===== config.mk =====
export PLATFORM = sky130hd
export DESIGN_NAME = bank_xor_mapper
export DESIGN_NICKNAME = d
export VERILOG_FILES = /design/src/rtl/bxm_pkg.sv /design/src/rtl/bxm_lane_hash.sv /design/src/rtl/bxm_pair_cmp.sv /design/src/rtl/bank_xor_mapper.sv
export SDC_FILE = /design/constraint.sdc
export NUM_CORES = 1
export LEC_CHECK = 0
export BUFFER_PORTS_ARGS = -buffer_cell sky130_fd_sc_hd__clkbuf_2
export CAP_MARGIN = 20
export CORE_AREA = 2 2 135 137
export DETAILED_ROUTE_END_ITERATION = 7
export DIE_AREA = 0 0 137 139
export PLACE_DENSITY = 0.89
export SYNTH_ARGS = -nofsm -noshare
export SYNTH_HDL_FRONTEND = slang
export SYNTH_HIERARCHICAL = 1
export SYNTH_SLANG_ARGS = --single-unit

===== constraint.sdc =====
create_clock -name clk -period 4.4 [get_ports clk]
set_input_delay 0.22 -clock clk [delete_from_list [all_inputs] [get_ports clk]]
set_output_delay 0.22 -clock clk [all_outputs]
set_load 0.01 [all_outputs]

===== src/rtl/bxm_pkg.sv =====
package bxm_pkg;
  typedef enum logic {
    FORM_NAT = 1'b0,
    FORM_REV = 1'b1
  } form_e;

  localparam int unsigned DEF_IDX_W  = 8;
  localparam int unsigned DEF_BANK_W = 4;
endpackage


===== src/rtl/bxm_lane_hash.sv =====
module bxm_lane_hash #(
  parameter int unsigned IDX_W  = 8,
  parameter int unsigned BANK_W = 4
) (
  input  logic              rev,
  input  logic [IDX_W-1:0]  idx,
  output logic [BANK_W-1:0] bank
);
  localparam int unsigned LO_TOP = IDX_W - BANK_W + 1;
  localparam int unsigned HI_BOT = BANK_W - 1;

  logic par_lo;
  logic par_hi;

  assign par_lo = ^idx[LO_TOP:1];
  assign par_hi = ^idx[IDX_W-1:HI_BOT];

  for (genvar j = 0; j < BANK_W; j++) begin : g_bit
    if (j == 0) begin : g_b0
      assign bank[j] = idx[0];
    end else if (j == 1) begin : g_b1
      assign bank[j] = rev ? par_hi : par_lo;
    end else if (j == BANK_W - 1) begin : g_btop
      assign bank[j] = rev ? par_lo : par_hi;
    end else begin : g_bmid
      logic nat_bit;
      logic rev_bit;
      assign nat_bit = idx[j] ^ idx[IDX_W-BANK_W+j];
      assign rev_bit = idx[IDX_W-j] ^ idx[BANK_W-j];
      assign bank[j] = rev ? rev_bit : nat_bit;
    end
  end
endmodule


===== src/rtl/bxm_pair_cmp.sv =====
module bxm_pair_cmp #(
  parameter int unsigned BANK_W = 4,
  parameter int unsigned LANES  = 16
) (
  input  logic [LANES*BANK_W-1:0] banks,
  output logic                    any_eq
);
  localparam int unsigned PAIRS = LANES * (LANES - 1) / 2;

  logic [PAIRS-1:0] eq_vec;

  for (genvar i = 1; i < LANES; i++) begin : g_row
    for (genvar j = 0; j < i; j++) begin : g_col
      localparam int unsigned PI = i * (i - 1) / 2 + j;
      assign eq_vec[PI] = (banks[i*BANK_W +: BANK_W] == banks[j*BANK_W +: BANK_W]);
    end
  end

  assign any_eq = |eq_vec;
endmodule


===== src/rtl/bank_xor_mapper.sv =====
module bank_xor_mapper #(
  parameter int unsigned IDX_W  = bxm_pkg::DEF_IDX_W,
  parameter int unsigned BANK_W = bxm_pkg::DEF_BANK_W,
  localparam int unsigned LANES = 1 << BANK_W
) (
  input  logic                    clk,
  input  logic                    rst_n,
  input  logic                    in_valid,
  input  logic                    rev_sel,
  input  logic [LANES*IDX_W-1:0]  idx_flat,
  output logic                    out_valid,
  output logic [LANES*BANK_W-1:0] bank_flat,
  output logic                    dup_flag
);
  import bxm_pkg::*;

  form_e                   form;
  logic [LANES*BANK_W-1:0] bank_hash;
  logic [LANES*BANK_W-1:0] bank_d;
  logic [LANES*BANK_W-1:0] bank_q;
  logic                    valid_d;
  logic                    valid_q;
  logic                    eq_any;

  assign form = form_e'(rev_sel);

  for (genvar k = 0; k < LANES; k++) begin : g_lane
    bxm_lane_hash #(
      .IDX_W (IDX_W),
      .BANK_W(BANK_W)
    ) u_hash (
      .rev (form == FORM_REV),
      .idx (idx_flat[k*IDX_W +: IDX_W]),
      .bank(bank_hash[k*BANK_W +: BANK_W])
    );
  end

  always_comb begin
    valid_d = in_valid;
    bank_d  = bank_q;
    if (in_valid) begin
      bank_d = bank_hash;
    end
  end

  always_ff @(posedge clk or negedge rst_n) begin
    if (!rst_n) begin
      valid_q <= 1'b0;
      bank_q  <= '0;
    end else begin
      valid_q <= valid_d;
      bank_q  <= bank_d;
    end
  end

  bxm_pair_cmp #(
    .BANK_W(BANK_W),
    .LANES (LANES)
  ) u_cmp (
    .banks (bank_q),
    .any_eq(eq_any)
  );

  assign out_valid = valid_q;
  assign bank_flat = bank_q;
  assign dup_flag  = valid_q & eq_any;
endmodule


# == After elaboration in Yosys (flattened, before gate mapping) ==
# Cells that the tools add are included.
# totals
output_inout_bits,66
inputBits,132
wordCells,204
register_bits,65
# op_classes
n_eq_ne,120
n_reduce_logical,33
muxes,32
bitwise_logic,17
# op_table
op,n
4-bit == test,120
5-bit XOR reduction,32
120-bit OR reduction,1
1-bit two-way mux,32
1-bit XOR,16
1-bit bitwise AND,1

# == Depth between registers and ports, before layout ==
# logic_depth
word_depth,3
depth_mapped,9

# == Hierarchy ==
# The synthesis kept the hierarchy.
# modules_own_cells
module,instances,seq_area_each_um2,cells_each,area_each_um2
bxm_pair_cmp,1,0.0,767,6720.2
bank_xor_mapper,1,1626.6,137,2710.1
bxm_lane_hash,16,0.0,11,96.3

# == Worst setup path before layout ==
# OpenSTA, ideal clock, no wires.
# synth_timing
path_type,register to output
startpoint,register bank_q[48] (netlist: bank_flat[48])
endpoint,output port dup_flag
stages_incl_launch_ff,10
arrival_time_ns,1.783
path_buffers,2
setup_slack_ns,2.397
cell_sequence,dfrtp_1 > buf_4 > buf_12 > xor2_1 > nor4_1 > nor4_1 > nand4_1 > nor4_1 > nand4_1 > and2_1
# synth_between
elab_chain_len,3
word_cells_on_any_way,17
cone_classes,15 x eq/ne; 1 x bitwise; 1 x reduce/logical
# synth_lines
item,line_no,text
start: declaration,bank_xor_mapper.sv:20,logic [LANES*BANK_W-1:0] bank_q;
start signal: assignment,bank_xor_mapper.sv:52,bank_q <= bank_d;
4-bit == test,bxm_pair_cmp.sv:15,assign eq_vec[PI] = (banks[i*BANK_W +: BANK_W] == banks[j*BANK_W +: BANK_W]);
120-bit OR reduction (*),bxm_pair_cmp.sv:19,assign any_eq = |eq_vec;
net eq_any,bank_xor_mapper.sv:23,logic eq_any;
1-bit bitwise AND (*),bank_xor_mapper.sv:66,assign dup_flag = valid_q & eq_any;
end: declaration,bank_xor_mapper.sv:13,output logic dup_flag
# The timed path passes the listed nets; every way through them passes the cells marked *.

# == Final worst setup path ==
# layout_timing
startpoint,register bank_q[43] (netlist: bank_flat[43])
endpoint,output port dup_flag
# Same word-level chain as after synthesis.

==> results by group <==
Timing
  – Final Hold Fails: 0
  – Slew headroom: 0.194
  – Fmax: ~270 MHz
  – Fin Setup TNS: 0 ns
  – Final setup viols: 0
  – Setup Skew: 0 ns
  – RSZ-0062 raised after global routing: no
  – Hold Slack: 0.0513 ns
  – Worst slew pin tran: roughly 1.2 ns
  – Fin. max-slew vios: 0
  – Tmin final: roughly 3.7 ns
  – Fin crit share: 0.833

Final layout
  – Final core occ: 0.634
  – Most frequent cells in the layout: xor2_1 (373), xnor2_1 (208), clkbuf_2 (196), nor4_1 (112), dfrtp_1 (65)
  – Cell area after layout: 11200 sq um
  – Most common cell after layout, fill and taps aside: xor2_1
  – Layout cells sized above 1: 0.292
  – Fill cells: roughly 1400
  – Ant. Diodes: 0
  – Fin nets: between 1000 and 1500
  – Synthesis-to-finish area growth: 2.03%

Placement
  – Placement-stage cell area: around 11000 sq um
  – PortBufs: 197
  – DP HPWL: 21600 um
  – Gpl congestion: about 1.1

Power
  – Leak pwr: between 4 and 5 nW
  – Switching power: 2.86 mW
  – Sequential share of power: 0.280
  – Internal power: 2.84 mW
  – Total power: between 5 and 6 mW
  – VDD IR max: between 200 and 300 uV
  – Sw Share: 0.502
  – Clk pwr share: 0.133
  – PwrDens: around 510 nW/um^2
  – Combinational fraction of design power: 0.587

Run status
  – Status: finished clean

Clock network
  – Clock-pin slew on the worst setup and hold paths: ~0.060 ns
  – CTS tree: built
  – Cts repair resizes: 0
  – Htree depth: 3
  – CTS sink count: 65
  – Skew-Pair Late Insertion Delay: between 0.3 and 0.4 ns
  – Postcts setup bufs: 0
  – CTS Hold Buffers Added: 0
  – Clock Root Buffer: clkbuf_16
  – Bufs on Longest Clock Path: 2
  – CTS buffer count: 9

Yosys
  – YS warnings: 6
  – Sequential area share after synthesis: 0.148
  – Syn_nets: around 1200
  – Mean Syn Cell Area: 10.2 sq um
  – Yosys reg bits: 65
  – Distinct cells, synth: 17
  – Mapped Area: around 11000 sq um
  – Synth Instances: between 1000 and 1500

Worst setup path
  – Critical path class: reg2out
  – FF-to-FF setup slack: approximately 2.9 ns
  – Startpoint types: register
  – Top delay family on crit path: simple AND/OR/NAND/NOR gates
  – Crit-path slowest cell: dfrtp_1
  – Max Fanout on Critical Path: 17
  – Arrival time worst endpoint: 3.45 ns
  – Worst Setup End Kind: output port
  – Buf/Inv on CP: 1
  – Critical Path RT: 4.18 ns
  – Biggest cell delay along the critical path: roughly 1.1 ns
  – Crit-path most repeated cell: nor4_1
  – Critical-path cell list: xor2_1, nor4_1, nor4_1, nand4_1, nor4_1, nand4_1, and2_1, clkbuf_2

GRT
  – Pin count of the biggest net entering global routing: 66
  – First-pass GRT wire length: between 40000 and 50000 um
  – GRT Overall Usage: 0.337
  – Initial antenna violation count: 0
  – Vias in the first global route: about 9000
  – Congestion Overflow GR: 0

Drt
  – Drt wl/cell: ~23 um
  – DR pass1 iterations: 6
  – Remaining DRCs: 0
  – Post-Route WL: around 32000 um
  – DR iter-0 viols: approximately 1100
  – Vias after detailed routing: slightly below 9000
  – Vias/cell: 6.22
  – DRT antenna net count: 0

Floorplanning
  – Std-Cell Core Area: approximately 18000 sq um
  – Ports: between 150 and 200
  – Die area: 19000 sq um
  – Num rows: just under 50
  – Starting Density: 0.621
  – Die height: around 140 um
  – Die Width: between 100 and 150 um

Hold path
  – Hold Crit Class: in2async

Job
  – Max-Cap Viols: 0
[layout make-up]
type,instances,area [sq um],area share
clock buffer,10,239,0.0213
clock inverter,6,66.3,0.00592
multi-input combinational,848,7540,0.674
sequential,65,1630,0.145
tap,229,287,0.0256
timing repair buffer,255,1440,0.128
[flip-flops by register name, indices dropped and copies added, names as in the netlist]
register   count
out_valid      1
bank_flat     64
[kinds of logic after synthesis]
kind of cell / share of synthesized area
flip-flops: 0.148
XOR/XNOR: 0.480
multiplexers: 0.115
AO/OA/AOI/OAI: 0.00160
buffers and inverters: 0.165
AND/OR/NAND/NOR: 0.0901
[path summary, 6_finish.rpt]
kind	to	from	cells after the start
min in group clk	bank_flat[60]	idx_flat[120]	2
worst max-delay path	dup_flag	bank_flat[43]	8
worst min register to register	bank_flat[6]	bank_flat[6]	1
max in group asynchronous	bank_flat[58]	rst_n	2
worst max register to register	bank_flat[43]	bank_flat[43]	1
worst min-delay path	bank_flat[14]	rst_n	2
[synthesized netlist by cell type (all sizes together)]
library cell	instances	area, sq um
o41ai	1	8.76
xor2	384	3450
nor4	112	701
nand4	45	282
mux2	64	946
clkbuf	4	55.1
buf	163	1750
a41oi	1	8.76
xnor2	208	1820
dfrtp	65	1630
and2	1	6.26
mux2i	32	320
[power groups by stage]
stage / registers [mW] / clock network (mW) / logic (mW)
4_1_cts: 1.54 / 0.763 / 3.25
6_report: 1.60 / 0.760 / 3.35
2_1_floorplan: 0.911 / 0 / 3.35
5_1_grt: 1.59 / 0.787 / 3.55
3_5_place_dp: 1.55 / 0 / 3.19
3_3_place_gp: 1.54 / 0 / 3.10
[routing by layer]
layer / vias up / wire, um / global-route usage
li1: 3707 / - / -
met5: - / 0 / 0
met4: 0 / 2310 / 0.232
met1: 4124 / 11200 / 0.386
met3: 223 / 3750 / 0.0768
met2: 730 / 15000 / 0.550
[metrics by stage]
stage	worst slack (ns)	cells
floorplan	2.40	1080
global placement	1.23	1396
detailed placement	1.25	1396
CTS	0.878	1412
global route	0.656	1413
finish	0.735	1413
Note: power is estimated with default switching activity, not from simulation.
